===== src/rtl/gpio_irq_pkg.sv =====
package gpio_irq_pkg;
  localparam int unsigned REG_SEL_W = 4;

  typedef enum logic [REG_SEL_W-1:0] {
    REG_DATA = 4'd0,
    REG_DIR  = 4'd1,
    REG_IEN  = 4'd2,
    REG_EDGE = 4'd3,
    REG_POL  = 4'd4,
    REG_ACK  = 4'd5,
    REG_DBEN = 4'd6,
    REG_RAW  = 4'd7,
    REG_MASK = 4'd8
  } reg_sel_e;
endpackage


===== src/rtl/gpio_sync_filter.sv =====
module gpio_sync_filter #(
  parameter int unsigned PIN_W   = 8,
  parameter int unsigned DEB_CYC = 4,
  parameter bit          HAS_DEB = 1'b1
) (
  input  logic             clk,
  input  logic             rst_n,
  input  logic [PIN_W-1:0] pin_raw,
  input  logic [PIN_W-1:0] db_en,
  output logic [PIN_W-1:0] sync_q,
  output logic [PIN_W-1:0] filt_q,
  output logic [PIN_W-1:0] filt_chg
);
  localparam int unsigned CNT_W = (DEB_CYC > 1) ? $clog2(DEB_CYC) : 1;
  localparam logic [CNT_W-1:0] CNT_LAST = CNT_W'(DEB_CYC - 1);

  logic [PIN_W-1:0] meta_q, meta_d, s2_d;

  always_comb begin
    meta_d = pin_raw;
    s2_d   = meta_q;
  end

  always_ff @(posedge clk or negedge rst_n) begin
    if (!rst_n) begin
      meta_q <= '0;
      sync_q <= '0;
    end else begin
      meta_q <= meta_d;
      sync_q <= s2_d;
    end
  end

  generate
    if (HAS_DEB) begin : g_deb
      for (genvar i = 0; i < PIN_W; i++) begin : g_pin
        logic [CNT_W-1:0] cnt_q, cnt_d;
        logic             f_q, f_d;

        always_comb begin
          f_d   = f_q;
          cnt_d = '0;
          if (!db_en[i]) begin
            f_d = sync_q[i];
          end else if (sync_q[i] != f_q) begin
            if (cnt_q == CNT_LAST) f_d = sync_q[i];
            else                   cnt_d = cnt_q + 1'b1;
          end
        end

        always_ff @(posedge clk or negedge rst_n) begin
          if (!rst_n) begin
            f_q   <= 1'b0;
            cnt_q <= '0;
          end else begin
            f_q   <= f_d;
            cnt_q <= cnt_d;
          end
        end

        assign filt_q[i]   = f_q;
        assign filt_chg[i] = f_d ^ f_q;
      end
    end else begin : g_nodeb
      assign filt_q   = sync_q;
      assign filt_chg = '0;
    end
  endgenerate
endmodule


===== src/rtl/gpio_irq_bank.sv =====
module gpio_irq_bank
  import gpio_irq_pkg::*;
#(
  parameter int unsigned PIN_W = 8
) (
  input  logic             clk,
  input  logic             rst_n,
  input  logic             wr_stb,
  input  reg_sel_e         reg_sel,
  input  logic [PIN_W-1:0] wdata,
  input  logic [PIN_W-1:0] filt,
  input  logic [PIN_W-1:0] filt_chg,
  output logic [PIN_W-1:0] ien_q,
  output logic [PIN_W-1:0] edge_q,
  output logic [PIN_W-1:0] pol_q,
  output logic [PIN_W-1:0] dben_q,
  output logic [PIN_W-1:0] raw,
  output logic [PIN_W-1:0] masked
);
  logic             we_ien, we_edge, we_pol, we_dben;
  logic [PIN_W-1:0] ack_vec, hit, lvl_match;
  logic [PIN_W-1:0] latch_q, latch_d;

  always_comb begin
    we_ien  = wr_stb && (reg_sel == REG_IEN);
    we_edge = wr_stb && (reg_sel == REG_EDGE);
    we_pol  = wr_stb && (reg_sel == REG_POL);
    we_dben = wr_stb && (reg_sel == REG_DBEN);
    ack_vec = (wr_stb && (reg_sel == REG_ACK)) ? wdata : '0;
    // transition toward the polarity level, edge mode, enabled
    hit       = filt_chg & (filt ^ pol_q) & edge_q & ien_q;
    latch_d   = (latch_q & ~ack_vec) | hit;
    lvl_match = ~(filt ^ pol_q);
    raw       = (edge_q & latch_q) | (~edge_q & lvl_match);
    masked    = raw & ien_q;
  end

  always_ff @(posedge clk or negedge rst_n) begin
    if (!rst_n) begin
      ien_q   <= '0;
      edge_q  <= '0;
      pol_q   <= '0;
      dben_q  <= '0;
      latch_q <= '0;
    end else begin
      if (we_ien)  ien_q  <= wdata;
      if (we_edge) edge_q <= wdata;
      if (we_pol)  pol_q  <= wdata;
      if (we_dben) dben_q <= wdata;
      latch_q <= latch_d;
    end
  end
endmodule


===== src/rtl/gpio_port.sv =====
module gpio_port
  import gpio_irq_pkg::*;
#(
  parameter int unsigned PIN_W   = 8,
  parameter int unsigned DEB_CYC = 4,
  parameter bit          HAS_IRQ = 1'b0
) (
  input  logic             clk,
  input  logic             rst_n,
  input  logic             wr_stb,
  input  reg_sel_e         reg_sel,
  input  logic [PIN_W-1:0] wdata,
  input  logic [PIN_W-1:0] pin_raw,
  output logic [PIN_W-1:0] pin_out,
  output logic [PIN_W-1:0] pin_oe,
  output logic [PIN_W-1:0] rd_val,
  output logic [PIN_W-1:0] irq_vec
);
  logic [PIN_W-1:0] data_q, dir_q;
  logic             we_data, we_dir;
  logic [PIN_W-1:0] sync_v, filt_v, chg_v, db_v;
  logic [PIN_W-1:0] irq_rd;

  assign we_data = wr_stb && (reg_sel == REG_DATA);
  assign we_dir  = wr_stb && (reg_sel == REG_DIR);

  always_ff @(posedge clk or negedge rst_n) begin
    if (!rst_n) begin
      data_q <= '0;
      dir_q  <= '0;
    end else begin
      if (we_data) data_q <= wdata;
      if (we_dir)  dir_q  <= wdata;
    end
  end

  assign pin_out = data_q;
  assign pin_oe  = dir_q;

  gpio_sync_filter #(
    .PIN_W  (PIN_W),
    .DEB_CYC(DEB_CYC),
    .HAS_DEB(HAS_IRQ)
  ) u_filt (
    .clk     (clk),
    .rst_n   (rst_n),
    .pin_raw (pin_raw),
    .db_en   (db_v),
    .sync_q  (sync_v),
    .filt_q  (filt_v),
    .filt_chg(chg_v)
  );

  generate
    if (HAS_IRQ) begin : g_irq
      logic [PIN_W-1:0] ien_v, edge_v, pol_v, raw_v, mask_v;

      gpio_irq_bank #(.PIN_W(PIN_W)) u_bank (
        .clk     (clk),
        .rst_n   (rst_n),
        .wr_stb  (wr_stb),
        .reg_sel (reg_sel),
        .wdata   (wdata),
        .filt    (filt_v),
        .filt_chg(chg_v),
        .ien_q   (ien_v),
        .edge_q  (edge_v),
        .pol_q   (pol_v),
        .dben_q  (db_v),
        .raw     (raw_v),
        .masked  (mask_v)
      );

      assign irq_vec = mask_v;

      always_comb begin
        unique case (reg_sel)
          REG_IEN:  irq_rd = ien_v;
          REG_EDGE: irq_rd = edge_v;
          REG_POL:  irq_rd = pol_v;
          REG_DBEN: irq_rd = db_v;
          REG_RAW:  irq_rd = raw_v;
          REG_MASK: irq_rd = mask_v;
          default:  irq_rd = '0;
        endcase
      end
    end else begin : g_noirq
      assign db_v    = '0;
      assign irq_vec = '0;
      assign irq_rd  = '0;
    end
  endgenerate

  always_comb begin
    unique case (reg_sel)
      REG_DATA: rd_val = (dir_q & data_q) | (~dir_q & sync_v);
      REG_DIR:  rd_val = dir_q;
      default:  rd_val = irq_rd;
    endcase
  end
endmodule


===== src/rtl/gpio_irq_ctrl.sv =====
module gpio_irq_ctrl
  import gpio_irq_pkg::*;
#(
  parameter int unsigned NUM_PORTS    = 8,
  parameter int unsigned PIN_W        = 8,
  parameter int unsigned DEB_CYC      = 4,
  parameter int unsigned SHARED_PORT0 = 0,
  parameter int unsigned SHARED_PORT1 = 1,
  parameter int unsigned SPLIT_PORT   = 5
) (
  input  logic                            clk,
  input  logic                            rst_n,
  input  logic                            bus_sel,
  input  logic                            bus_wr,
  input  logic [$clog2(NUM_PORTS)+3:0]    bus_addr,
  input  logic [PIN_W-1:0]                bus_wdata,
  output logic [PIN_W-1:0]                bus_rdata,
  input  logic [NUM_PORTS*PIN_W-1:0]      pin_in,
  output logic [NUM_PORTS*PIN_W-1:0]      pin_out,
  output logic [NUM_PORTS*PIN_W-1:0]      pin_oe,
  output logic                            irq_shared,
  output logic [PIN_W-1:0]                irq_pin
);
  localparam int unsigned PORT_IDX_W = $clog2(NUM_PORTS);
  localparam int unsigned ADDR_W     = PORT_IDX_W + REG_SEL_W;

  logic rst_meta_q, rst_sync_n;

  always_ff @(posedge clk or negedge rst_n) begin
    if (!rst_n) begin
      rst_meta_q <= 1'b0;
      rst_sync_n <= 1'b0;
    end else begin
      rst_meta_q <= 1'b1;
      rst_sync_n <= rst_meta_q;
    end
  end

  logic [PORT_IDX_W-1:0]               port_idx;
  reg_sel_e                            reg_sel;
  logic [NUM_PORTS-1:0]                wr_stb;
  logic [NUM_PORTS-1:0][PIN_W-1:0]     rd_val;
  logic [NUM_PORTS-1:0][PIN_W-1:0]     irq_vec;
  logic                                rd_en;
  logic [PIN_W-1:0]                    rd_mux;

  assign port_idx = bus_addr[ADDR_W-1:REG_SEL_W];
  assign reg_sel  = reg_sel_e'(bus_addr[REG_SEL_W-1:0]);
  assign rd_en    = bus_sel && !bus_wr;

  generate
    for (genvar p = 0; p < NUM_PORTS; p++) begin : g_port
      localparam bit IRQ_CAP = (p == SHARED_PORT0) || (p == SHARED_PORT1) || (p == SPLIT_PORT);

      assign wr_stb[p] = bus_sel && bus_wr && (port_idx == PORT_IDX_W'(p));

      gpio_port #(
        .PIN_W  (PIN_W),
        .DEB_CYC(DEB_CYC),
        .HAS_IRQ(IRQ_CAP)
      ) u_port (
        .clk    (clk),
        .rst_n  (rst_sync_n),
        .wr_stb (wr_stb[p]),
        .reg_sel(reg_sel),
        .wdata  (bus_wdata),
        .pin_raw(pin_in[p*PIN_W +: PIN_W]),
        .pin_out(pin_out[p*PIN_W +: PIN_W]),
        .pin_oe (pin_oe[p*PIN_W +: PIN_W]),
        .rd_val (rd_val[p]),
        .irq_vec(irq_vec[p])
      );
    end
  endgenerate

  always_comb begin
    rd_mux = '0;
    for (int p = 0; p < NUM_PORTS; p++) begin
      if (port_idx == PORT_IDX_W'(p)) rd_mux = rd_val[p];
    end
  end

  always_ff @(posedge clk or negedge rst_sync_n) begin
    if (!rst_sync_n) bus_rdata <= '0;
    else if (rd_en)  bus_rdata <= rd_mux;
  end

  assign irq_shared = (|irq_vec[SHARED_PORT0]) | (|irq_vec[SHARED_PORT1]);
  assign irq_pin    = irq_vec[SPLIT_PORT];
endmodule


===== config.mk =====
export PLATFORM = sky130hd
export DESIGN_NAME = gpio_irq_ctrl
export DESIGN_NICKNAME = d
export VERILOG_FILES = /design/src/rtl/gpio_irq_pkg.sv /design/src/rtl/gpio_sync_filter.sv /design/src/rtl/gpio_irq_bank.sv /design/src/rtl/gpio_port.sv /design/src/rtl/gpio_irq_ctrl.sv
export SDC_FILE = /design/constraint.sdc
export NUM_CORES = 1
export LEC_CHECK = 0
export BUFFER_PORTS_ARGS = -buffer_cell sky130_fd_sc_hd__clkbuf_2
export CAP_MARGIN = 15
export CORE_AREA = 4 4 229 231
export CTS_BUF_LIST = sky130_fd_sc_hd__clkbuf_4 sky130_fd_sc_hd__clkbuf_8 sky130_fd_sc_hd__clkbuf_16
export DETAILED_ROUTE_END_ITERATION = 16
export DIE_AREA = 0 0 233 235
export SYNTH_ARGS = -nofsm -noshare
export SYNTH_HDL_FRONTEND = slang
export SYNTH_SLANG_ARGS = --single-unit

===== constraint.sdc =====
create_clock -name clk -period 18.9 [get_ports clk]
set_input_delay 3.78 -clock clk [delete_from_list [all_inputs] [get_ports clk]]
set_output_delay 3.78 -clock clk [all_outputs]
set_load 0.03 [all_outputs]

==> metrics.csv <==
stage,metric,value,unit
outcome,status,"complete, no violations",
clocking,# Post-CTS Setup Buffers,0,
critical_path,worst reg2reg path depth,2,
clocking,hold bufs inserted after CTS,0,
critical_path,capturing point of the worst reg2reg path,g_port[5].u_port.u_filt.g_deb.g_pin[7].f_q,
cells_and_area,final core utilization,0.466,
floorplan,die width,233,um
critical_path,Setup crit end,bus_rdata[5],
clocking,Clock Latency Late Sink,0.59,ns
critical_path,"most used cell, CP",buf_4,
clocking,CTS tree,built,
clocking,Clock Tree Buf Depth,3,
critical_path,worst path required time,19.33,ns
synth,number of library cell types mapped by synthesis,79,
sta,slew at the pin with the worst max-slew slack,1.16,ns
pwr,Lkg Pwr,11.0,nW
critical_path,CP max-delay cell,a2111oi_0,
sta,skew final,0.0182,ns
critical_path,CP Launch Type,primary input,
pwr,Pint,1.69,mW
clocking,cts bufs inserted,50,
critical_path,worst reg2reg path startpoint,rst_sync_n,
global_routing,vias in the first global route,14337,
sta,RSZ-0062 raised after global routing,no,
synth,"Avg Cell Area, Syn",12.5,um^2
sta,# setup viols final,0,
floorplan,chip height,235,um
detailed_routing,WL final,61800,um
global_routing,initial antenna violation count,5,
pwr,NetSw,0.584,mW
sta,min Tclk post-route,6.73,ns
sta,crit share post-route,0.356,
synth,"Net Count, Synth",1711,
synth,YS warnings,0,
sta,Max Fclk,0.149,GHz
floorplan,initial core utilization,0.399,
clocking,number of H-tree levels,2,
detailed_routing,iteration count of the initial detailed-routing pass,5,
sta,Total Negative Setup Slacks,0,ns
floorplan,io pins,228,
global_routing,total grt overflow,0,
synth,async set-reset flop share out of synthesis,1.00,
pwr,power per cell area,97.4,nW/um^2
synth,Yosys top cell area share,0.573,
critical_path,WS Path Type,primary input to register,
critical_path,r2r setup slk,16.06,ns
synth,Area contributors post-synth,"dfrtp_1 57%, mux2_2 14%, nand2_1 2.5%",
global_routing,first-pass GRT wire length,93300,um
cells_and_area,ratio of cells with drive above 1 in the final layout,0.337,
synth,Yosys top cell by area,dfrtp_1,
floorplan,core area,50100,um^2
cells_and_area,Area Growth Syn to Fin,16.7,%
critical_path,crit path capture type,register,
cells_and_area,Fill cells,4664,
pwr,Comb pwr share,0.092,
placed_design,gpl congestion,0.842,
sta,fin. max-slew vios,0,
pwr,Max VDD drop,71.0,uV
synth,post-synthesis sequential area ratio,0.573,
synth,Post-Syn Instances,1604,
clocking,number of clock sinks,458,
pwr,clock group share of total power,0.434,
critical_path,crit path from,bus_addr[0],
synth,Synth Register Bits,458,
clocking,Root Buffer,clkbuf_16,
synth,number of flops mapped to enable cells by yosys,0,
clocking,"Reg clk slew, reported paths",0.06,ns
cells_and_area,Storage cell area,11500,um^2
pwr,Sw Share,0.257,
critical_path,CP Cell Sequence,buf_4 > buf_4 > nor2_1 > nand2_1 > o22ai_1 > a211o_1 > a2111oi_0 > o21ai_0,
placed_design,number of port buffers,227,
cells_and_area,"commonest non-fill, non-tap cell in the layout",dfrtp_1,
critical_path,CP max FO,71,
worst_hold_path,HP Class,register to register,
sta,Final Hold Viols,0,
pwr,total power,2.27,mW
detailed_routing,DRC Markers,0,
detailed_routing,routed vias,14190,
synth,post-synthesis cell area,20000,um^2
run,Max Cap Viol,0,
synth,Main synth FF type,dfrtp_1,
cells_and_area,area taken by multi-input logic gates,8110,um^2
pwr,Reg power frac,0.473,
floorplan,# rows,82,
cells_and_area,most frequent cells in the layout,"457 x dfrtp_1, 249 x mux2_2, 226 x clkbuf_2",
detailed_routing,DRT iter0 DRCs,1131,
sta,slew margin rel.,0.225,
critical_path,crit-path max cell delay,0.89,ns
cells_and_area,NumNets Final,1921,
clocking,Post-CTS Resized,0,
global_routing,pin count of the biggest net entering global routing,188,
detailed_routing,wire per inst,24.5,um
floorplan,Die Footprint,54800,um^2
placed_design,HPWL after DPL,42300,um
critical_path,CP arrival,7.16,ns
global_routing,gr usage total,0.223,
detailed_routing,Detail Route Antenna Nets,0,
detailed_routing,DR vias/cell,5.62,
per-stage QoR:
stage               instances  worst slack [ns]  hold slack (ns)  cell area, um^2
floorplan                1604              5.19            0.331            20000
global placement         2434             11.75            0.332            21700
detailed placement       2434             11.71            0.335            21700
CTS                      2523             12.33            0.348            23300
global route             2525             12.06            0.353            23300
finish                   2525             12.17            0.346            23300
sequential cells by signal, summed over array words and instances, names as in the netlist, 8 cells and up:
register / flops
g_port.u_port.u_filt.meta_q: 64
g_port.u_port.g_irq.u_bank.dben_q: 24
g_port.u_port.u_filt.filt_q: 40
g_port.u_port.g_irq.u_bank.ien_q: 24
g_port.u_port.pin_out: 64
bus_rdata: 8
g_port.u_port.u_filt.sync_q: 24
g_port.u_port.pin_oe: 64
g_port.u_port.g_irq.u_bank.latch_q: 24
g_port.u_port.u_filt.g_deb.g_pin.f_q: 24
g_port.u_port.g_irq.u_bank.edge_q: 24
g_port.u_port.g_irq.u_bank.pol_q: 24
g_port.u_port.u_filt.g_deb.g_pin.cnt_q: 48
routing by layer:
| layer | GRT usage | routed length (um) | part of all wire |
|---|---|---|---|
| met1 | 0.311 | 26800 | 0.43 |
| met2 | 0.349 | 28900 | 0.47 |
| met3 | 0.0613 | 4650 | 0.075 |
| met4 | 0.0531 | 1350 | 0.022 |
| met5 | 0.00893 | 95 | 0.0015 |
worst max-delay path, delay by kind of cell:
kind | cells | cell delay, ns
and+or+nand+nor | 2 | 0.58
buffers and inverters | 2 | 1.18
AOI/OAI and AO/OA | 4 | 1.50
kinds of logic (layout without fill, tap and decap cells):
kind of cell / count (synthesis) / after routing / synth area share
AOI/OAI and AO/OA: 307 / 307 / 0.106
buffers and inverters: 87 / 334 / 0.0220
other: 1 / 3 / 0.000188
muxes: 273 / 273 / 0.152
DFF: 458 / 458 / 0.573
xor gates and xnor gates: 48 / 48 / 0.0210
and+or+nand+nor: 406 / 406 / 0.110
adders and majority gates: 24 / 24 / 0.0150
worst min path at each step:
| stage | from | to | depth (start not counted) |
|---|---|---|---|
| 3_3_place_gp | g_port[2].u_port.u_filt.meta_q[4] | g_port[2].u_port.u_filt.filt_q[4] | 0 |
| 5_1_grt | g_port[0].u_port.u_filt.meta_q[1] | g_port[0].u_port.u_filt.sync_q[1] | 0 |
| 2_1_floorplan | g_port[0].u_port.u_filt.meta_q[0] | g_port[0].u_port.u_filt.sync_q[0] | 0 |
| 6_report | g_port[4].u_port.u_filt.meta_q[4] | g_port[4].u_port.u_filt.filt_q[4] | 0 |
| 3_5_place_dp | g_port[1].u_port.u_filt.meta_q[4] | g_port[1].u_port.u_filt.sync_q[4] | 0 |
| 4_1_cts | g_port[2].u_port.u_filt.meta_q[4] | g_port[2].u_port.u_filt.filt_q[4] | 0 |
cell type report:
cell class                      count  share of cell area
Inverter                            7             0.00113
Clock inverter                     11             0.00477
Multi-Input combinational cell   1059               0.347
Timing Repair Buffer              238              0.0529
Antenna cell                        2            0.000214
Tap cell                          672              0.0360
Clock buffer                       78              0.0666
Sequential cell                   458               0.491
power by group through the flow:
stage | clock, mW | combinational [mW] | sequential (mW)
5_1_grt | 1.05 | 0.227 | 1.08
3_5_place_dp | 0 | 0.211 | 1.09
6_report | 0.987 | 0.210 | 1.08
3_3_place_gp | 0 | 0.208 | 1.09
4_1_cts | 1.01 | 0.212 | 1.08
2_1_floorplan | 0 | 0.0986 | 1.12
synth_stat cells (9+ instances only):
master and count:
dfrtp_1 458, mux2_2 249, nand2_1 132, o21ai_0 64, and3_1 45, xor2_1 44, a21oi_1 42, clkbuf_1 42
nor3_1 37, nand2b_1 35, o211ai_1 33, nor2_1 32, nor2b_1 28, o22ai_1 26, ha_1 24, mux2i_1 24
nor2_2 21, a32o_1 20, buf_2 18, a211oi_1 14, a21boi_0 13, a22oi_1 13, nand3_1 12, nand3b_1 12
nand4_1 10, a31oi_1 9
No activity file was read; power rests on OpenSTA's default activity.
